[src/rtl/frag_tlb_pkg.sv]
`timescale 1ns/1ps
// frag_tlb_pkg: entry layout constants shared by the translation buffer.
// Assumes 4KB base pages; field positions are decoded by the slot logic.
package frag_tlb_pkg;
    localparam int PAGE_SHIFT = 12;
    localparam int VALID_BIT  = 0;
    localparam int PERM_LSB   = 1;
    localparam int PERM_W     = 6;
    localparam int FRAG_LSB   = 7;
    localparam int FRAG_W     = 4;
endpackage

[src/rtl/frag_tlb_mask.sv]
`timescale 1ns/1ps
// frag_tlb_mask: turns a fragment code into a mask of the address bits that
// take part in the tag compare (ones) versus the offset bits (zeros).
// Assumes MAX_FRAG + PAGE_SHIFT <= ADDR_W.
module frag_tlb_mask
    import frag_tlb_pkg::*;
#(
    parameter int ADDR_W   = 32,
    parameter int MAX_FRAG = 8
) (
    input  logic [FRAG_W-1:0] code,
    input  logic              frag_en,
    output logic [ADDR_W-1:0] keep
);
    localparam int SHW = $clog2(ADDR_W + 1);

    logic [SHW-1:0] shift;

    // Select the page-size exponent: base page when disabled, clamp large codes.
    always_comb begin
        if (!frag_en)
            shift = SHW'(PAGE_SHIFT);
        else if (int'(code) > MAX_FRAG)
            shift = SHW'(PAGE_SHIFT + MAX_FRAG);
        else
            shift = SHW'(PAGE_SHIFT) + SHW'(code);
    end

    // Each bit at or above the exponent belongs to the compared tag.
    for (genvar b = 0; b < ADDR_W; b++) begin : g_bit
        assign keep[b] = (SHW'(b) >= shift);
    end
endmodule

[src/rtl/frag_tlb_slot.sv]
`timescale 1ns/1ps
// frag_tlb_slot: one buffer slot. Stores the filled virtual page and entry,
// and matches/translates a lookup using the mask for its own fragment code.
// Assumes clear has priority over a write in the same cycle.
module frag_tlb_slot
    import frag_tlb_pkg::*;
#(
    parameter int ADDR_W   = 32,
    parameter int MAX_FRAG = 8
) (
    input  logic              clk,
    input  logic              rst_n,
    input  logic              clear,
    input  logic              wr,
    input  logic [ADDR_W-1:0] wr_vaddr,
    input  logic [ADDR_W-1:0] wr_pte,
    input  logic              frag_en,
    input  logic [ADDR_W-1:0] lk_vaddr,
    output logic              match,
    output logic [ADDR_W-1:0] lk_paddr,
    output logic [PERM_W-1:0] lk_perm
);
    localparam int VP_W = ADDR_W - PAGE_SHIFT;

    logic              vld;
    logic [VP_W-1:0]   vpage;
    logic [VP_W-1:0]   ppage;
    logic [FRAG_W-1:0] code;
    logic [PERM_W-1:0] perm;
    logic [ADDR_W-1:0] keep;
    logic              unused_bits;

    assign unused_bits = ^{wr_pte[FRAG_LSB+FRAG_W], wr_vaddr[PAGE_SHIFT-1:0]};

    // Valid bit: cleared by flush, loaded from the entry's valid bit on write.
    always_ff @(posedge clk) begin
        if (!rst_n)
            vld <= 1'b0;
        else if (clear)
            vld <= 1'b0;
        else if (wr)
            vld <= wr_pte[VALID_BIT];
    end

    // Entry payload: captured on an accepted write.
    always_ff @(posedge clk) begin
        if (!rst_n) begin
            vpage <= '0;
            ppage <= '0;
            code  <= '0;
            perm  <= '0;
        end else if (wr && !clear) begin
            vpage <= wr_vaddr[ADDR_W-1:PAGE_SHIFT];
            ppage <= wr_pte[ADDR_W-1:PAGE_SHIFT];
            code  <= wr_pte[FRAG_LSB +: FRAG_W];
            perm  <= wr_pte[PERM_LSB +: PERM_W];
        end
    end

    frag_tlb_mask #(
        .ADDR_W  (ADDR_W),
        .MAX_FRAG(MAX_FRAG)
    ) u_mask (
        .code   (code),
        .frag_en(frag_en),
        .keep   (keep)
    );

    // Tag compare above the fragment size, base joined with passthrough offset.
    always_comb begin
        match    = vld && (((lk_vaddr[ADDR_W-1:PAGE_SHIFT] ^ vpage)
                             & keep[ADDR_W-1:PAGE_SHIFT]) == '0);
        lk_paddr = ({ppage, {PAGE_SHIFT{1'b0}}} & keep) | (lk_vaddr & ~keep);
        lk_perm  = perm;
    end
endmodule

[src/rtl/frag_tlb_pick.sv]
`timescale 1ns/1ps
// frag_tlb_pick: priority select among matching slots, lowest index first.
// Outputs zero address and permissions when nothing matches.
module frag_tlb_pick
    import frag_tlb_pkg::*;
#(
    parameter int ENTRIES = 8,
    parameter int ADDR_W  = 32
) (
    input  logic [ENTRIES-1:0]             match,
    input  logic [ENTRIES-1:0][ADDR_W-1:0] pa_in,
    input  logic [ENTRIES-1:0][PERM_W-1:0] perm_in,
    output logic                           hit,
    output logic [ADDR_W-1:0]              pa,
    output logic [PERM_W-1:0]              perm
);
    // Scan from the top so the lowest matching index is the last one taken.
    always_comb begin
        hit  = 1'b0;
        pa   = '0;
        perm = '0;
        for (int i = ENTRIES - 1; i >= 0; i--) begin
            if (match[i]) begin
                hit  = 1'b1;
                pa   = pa_in[i];
                perm = perm_in[i];
            end
        end
    end
endmodule

[src/rtl/frag_tlb.sv]
`timescale 1ns/1ps
// frag_tlb: fully associative translation buffer with per-slot page size.
// Lookups answer one cycle later; fills go to a round-robin slot; a flush
// empties all slots and drops a fill in the same cycle.
// Assumes inputs are synchronous to clk.
module frag_tlb
    import frag_tlb_pkg::*;
#(
    parameter int ADDR_W   = 32,
    parameter int ENTRIES  = 8,
    parameter int MAX_FRAG = 8
) (
    input  logic              clk,
    input  logic              rst_n,
    input  logic              frag_en,
    input  logic              lkp_valid,
    input  logic [ADDR_W-1:0] lkp_vaddr,
    input  logic              fill_valid,
    input  logic [ADDR_W-1:0] fill_vaddr,
    input  logic [ADDR_W-1:0] fill_pte,
    input  logic              inval_all,
    output logic              rsp_valid,
    output logic              rsp_hit,
    output logic [ADDR_W-1:0] rsp_paddr,
    output logic [PERM_W-1:0] rsp_perm
);
    localparam int PTR_W = (ENTRIES > 1) ? $clog2(ENTRIES) : 1;

    logic [PTR_W-1:0]              ptr;
    logic                          fill_go;
    logic [ENTRIES-1:0]            match;
    logic [ENTRIES-1:0][ADDR_W-1:0] pa_all;
    logic [ENTRIES-1:0][PERM_W-1:0] perm_all;
    logic                          sel_hit;
    logic [ADDR_W-1:0]             sel_pa;
    logic [PERM_W-1:0]             sel_perm;

    assign fill_go = fill_valid && !inval_all;

    // Round-robin victim pointer, advanced by each accepted fill.
    always_ff @(posedge clk) begin
        if (!rst_n)
            ptr <= '0;
        else if (fill_go)
            ptr <= (ptr == PTR_W'(ENTRIES - 1)) ? '0 : ptr + 1'b1;
    end

    for (genvar i = 0; i < ENTRIES; i++) begin : g_slot
        frag_tlb_slot #(
            .ADDR_W  (ADDR_W),
            .MAX_FRAG(MAX_FRAG)
        ) u_slot (
            .clk     (clk),
            .rst_n   (rst_n),
            .clear   (inval_all),
            .wr      (fill_go && (ptr == PTR_W'(i))),
            .wr_vaddr(fill_vaddr),
            .wr_pte  (fill_pte),
            .frag_en (frag_en),
            .lk_vaddr(lkp_vaddr),
            .match   (match[i]),
            .lk_paddr(pa_all[i]),
            .lk_perm (perm_all[i])
        );
    end

    frag_tlb_pick #(
        .ENTRIES(ENTRIES),
        .ADDR_W (ADDR_W)
    ) u_pick (
        .match  (match),
        .pa_in  (pa_all),
        .perm_in(perm_all),
        .hit    (sel_hit),
        .pa     (sel_pa),
        .perm   (sel_perm)
    );

    // Response register: one cycle after the lookup, zero payload on a miss.
    always_ff @(posedge clk) begin
        if (!rst_n) begin
            rsp_valid <= 1'b0;
            rsp_hit   <= 1'b0;
            rsp_paddr <= '0;
            rsp_perm  <= '0;
        end else begin
            rsp_valid <= lkp_valid;
            rsp_hit   <= lkp_valid && sel_hit;
            rsp_paddr <= (lkp_valid && sel_hit) ? sel_pa : '0;
            rsp_perm  <= (lkp_valid && sel_hit) ? sel_perm : '0;
        end
    end
endmodule

[config.mk]
export PLATFORM = sky130hd
export DESIGN_NAME = frag_tlb
export DESIGN_NICKNAME = d
export VERILOG_FILES = /design/src/rtl/frag_tlb_pkg.sv /design/src/rtl/frag_tlb_mask.sv /design/src/rtl/frag_tlb_slot.sv /design/src/rtl/frag_tlb_pick.sv /design/src/rtl/frag_tlb.sv
export SDC_FILE = /design/constraint.sdc
export NUM_CORES = 1
export LEC_CHECK = 0
export BUFFER_PORTS_ARGS = -buffer_cell sky130_fd_sc_hd__buf_4
export CAP_MARGIN = 20
export CORE_ASPECT_RATIO = 0.9
export CORE_MARGIN = 5
export CORE_UTILIZATION = 50
export DETAILED_ROUTE_END_ITERATION = 10
export PLACE_DENSITY = 0.7
export SLEW_MARGIN = 30
export SYNTH_ARGS = -nofsm -noshare
export SYNTH_HDL_FRONTEND = slang
export SYNTH_HIERARCHICAL = 1
export SYNTH_SLANG_ARGS = --single-unit
[constraint.sdc]
create_clock -name clk -period 2.6 [get_ports clk]
set_input_delay 0.26 -clock clk [delete_from_list [all_inputs] [get_ports clk]]
set_output_delay 0.26 -clock clk [all_outputs]
set_load 0.01 [all_outputs]
==> flow_metrics.env <==
export IMPL_cts_buffers=49
export IMPL_grt_max_degree=181
export IMPL_worstPathMaxFanout=12
export IMPL_grt_antenna_before_repair=11
export IMPL_synth_edf_count=0
export IMPL_synth_top_family_by_area="compound AO/OA/AOI/OAI gates"
export IMPL_drive_gt1_frac=0.2168
export IMPL_timing_rr_end="rsp_paddr[30]"
export IMPL_run_status="finished with violations"
export IMPL_synth_simple_area_share=0.1904
export IMPL_clockBufferDepth=3
export IMPL_syn_area_um2=25340
export IMPL_drcViolationCount=0
export IMPL_max_slew_margin=0.4396
export IMPL_portBuffers=128
export IMPL_synth_seq_cells=451
export IMPL_dieArea_um2=55290
export IMPL_n_fill_cell=4290
export IMPL_synthMuxAreaShare=0.07465
export IMPL_antenna_left=0
export IMPL_synth_warnings=6
export IMPL_grt_pass1_wl_mm=134.7
export IMPL_fp_dieH_um=223.6
export IMPL_syn_avg_cell_area_um2=8.269
export IMPL_hold_path_end="g_slot[0].u_slot/vpage[2]"
export IMPL_cp_required_ps=3150
export IMPL_synth_adder_area_share=0.002962
export IMPL_dpl_cell_count=3865
export IMPL_cellLeakagePower_nw=11.99
export IMPL_area_delta_synth_final_pct=21.00
export IMPL_timing_hold_worst_class="in2reg"
export IMPL_ys_seq_area_frac=0.3563
export IMPL_fin_area_um2=30660
export IMPL_htreeDepth=2
export IMPL_p_total_mw=15.54
export IMPL_drt_total_wl_mm=89.90
export IMPL_synth_flop_cell="dfxtp_1"
export IMPL_critPathKind="reg2reg"
export IMPL_slew_viol_final=0
export IMPL_core_area_um2=50260
export IMPL_gp_congestion=0.9406
export IMPL_dpl_worst_slack_ps=-714.5
export IMPL_r2r_setup_slack_ps=-290
export IMPL_rows=78
export IMPL_grt_pass1_vias=22130
export IMPL_dpl_hpwl_mm=58.43
export IMPL_p_per_area_nw_per_um2=506.7
export IMPL_min_path_cells=2
export IMPL_setup_viol_count_final=39
export IMPL_die_w_um=247.3
export IMPL_synthXorXnorAreaFrac=0.05529
export IMPL_critPathCaptureType="flop"
export IMPL_finalNonFillerCells=4041
export IMPL_synth_compound_area_frac=0.2266
export IMPL_viasPerCell=5.711
export IMPL_nNetsFinal=3431
export IMPL_final_common_cell="nand2_1"
export IMPL_cts_root_buffer="clkbuf_16"
export IMPL_wire_per_inst_um=22.25
export IMPL_finClkSkew_ps=37.50
export IMPL_final_cell_mix="nand2_1, dfxtp_1, a21boi_0, buf_4, conb_1"
export IMPL_start_util=0.5042
export IMPL_drt_iter0_markers=2519
export IMPL_arrival_ps=3440
export IMPL_finalCritPeriodShare=1.111
export IMPL_detail_route_first_pass_iterations=9
export IMPL_finalHoldViolations=0
export IMPL_worst_pin_slew_ps=840.6
export IMPL_setup_slack_ps=-288.0
export IMPL_r2r_start="g_slot[1].u_slot/code[2]"
export IMPL_peakVddDrop_uv=421.9
export IMPL_worstSetupStartpointType="flop"
export IMPL_ys_types=43
export IMPL_async_reset_ff_frac=0
export IMPL_num_vias=23080
export IMPL_clkTransAtPathRegs_ps=60
export IMPL_overflow=0
export IMPL_grt_use_total=0.3113
export IMPL_rsz0062_at_grt="yes"
export IMPL_synth_cells=3065
export IMPL_place_area_um2=27460
export IMPL_num_io_pins=142
export IMPL_hp_start="rst_n"
export IMPL_max_freq_ghz=0.3463
export IMPL_clock_sinks=451
export IMPL_cap_viol_max_count=0
export IMPL_fin_util=0.6101
export IMPL_violations="negative setup slack"
export IMPL_insertion_delay_ps=620
export IMPL_rr_worst_depth=13
export IMPL_cts_tree="built"
export IMPL_period_minus_slack_ps=2888
[registers in the layout, summed over array words and instances, names as in the netlist]
register and count:
rsp_paddr 32, g_slot.u_slot/code 32, g_slot.u_slot/vpage 160, g_slot.u_slot/ppage 160, ptr 3, g_slot.u_slot/lk_perm 48
rsp_valid 1, rsp_perm 6, g_slot.u_slot/vld 8, rsp_hit 1
[critical path, cell delays in order (launching register included)]
cell and delay (ps):
dfxtp_4 370, and3_4 200, o21ai_4 70, a222oi_1 540
buf_4 250, nand3_4 90, nor4_4 280, buf_4 200
buf_6 110, nor2_4 50, nand3_4 140, and3_4 240
buf_12 150, and2_1 130
[worst max path at each step]
stage / startpoint / endpoint / slack, ps / cells after the start
3_3_place_gp: frag_en / rsp_paddr[15] / -700 / 12
5_1_grt: g_slot[6].u_slot/code[2] / rsp_paddr[9] / -270 / 13
4_1_cts: g_slot[1].u_slot/code[2] / rsp_paddr[30] / -120 / 13
2_1_floorplan: g_slot[5].u_slot/code[2] / rsp_paddr[30] / 20 / 13
6_report: g_slot[1].u_slot/code[2] / rsp_paddr[30] / -290 / 13
3_5_place_dp: frag_en / rsp_paddr[8] / -710 / 12
[what timing repair did]
item	in CTS	in global routing
setup endpoints to repair	39	39
setup buffers	19	5
endpoints found under the hold margin	394	0
pin swaps	36	20
resized for setup	116	39
hold buffers	53	0
cloned	8	4
[area by class of cell]
cell class                      instances  area, µm²  share of cell area
Multi-Input combinational cell       2407      15270              0.4979
Sequential cell                       451       9081              0.2961
Timing Repair Buffer                  410       3822              0.1247
Clock buffer                           69       1433             0.04672
Tap cell                              680      850.8             0.02775
Clock inverter                         17      186.4            0.006080
Inverter                                4      15.01           0.0004896
Antenna cell                            3      7.507           0.0002448
[kinds of logic after synthesis]
group / after synthesis
buffers and inverters: 386
AO/OA/AOI/OAI: 768
adder cells (fa/ha/maj): 6
other: 16
XOR/XNOR: 160
AND/OR/NAND/NOR: 1109
flip-flops: 451
multiplexers: 169
[synthesized netlist by cell type (10+ instances only)]
| cell type | number | area, µm² |
|---|---|---|
| nor2_1 | 10 | 37.54 |
| nand2_1 | 857 | 3217 |
| buf_4 | 195 | 1464 |
| a31oi_1 | 38 | 237.7 |
| a221o_1 | 73 | 730.7 |
| buf_2 | 62 | 310.3 |
| and2_1 | 41 | 256.5 |
| nor2b_1 | 109 | 681.9 |
| clkbuf_1 | 115 | 431.7 |
| o21ai_0 | 54 | 270.3 |
| dfxtp_1 | 451 | 9029 |
| nand2b_1 | 48 | 300.3 |
| xor2_1 | 160 | 1401 |
| conb_1 | 16 | 60.06 |
| a21boi_1 | 72 | 540.5 |
| mux2_2 | 160 | 1802 |
| a21boi_0 | 328 | 2462 |
| o21ai_1 | 48 | 240.2 |
| a22oi_1 | 101 | 758.2 |
[per-stage QoR]
| stage | setup TNS [ps] | hold slack, ps |
|---|---|---|
| after floorplan | 0 | 336.1 |
| after global placement | -27070 | 437.4 |
| after detailed placement | -27340 | 445.5 |
| after CTS | -3598 | 44.77 |
| after global routing | -8524 | 70.59 |
| final | -9639 | 82.24 |
[routing by layer]
metal	vias up	global-route usage	wire, µm
met5	-	0	103
met4	16	0.09413	2840
met3	222	0.07922	9988
met2	1165	0.4775	39420
met1	11090	0.4344	37550
li1	10580	-	-
[power by group]
part	internal [mW]	switching [mW]
logic	0.599	0.821
clock network	4.13	3.01
registers	6.95	0.0319
total	11.7	3.86
(Power assumes the default switching activity.)
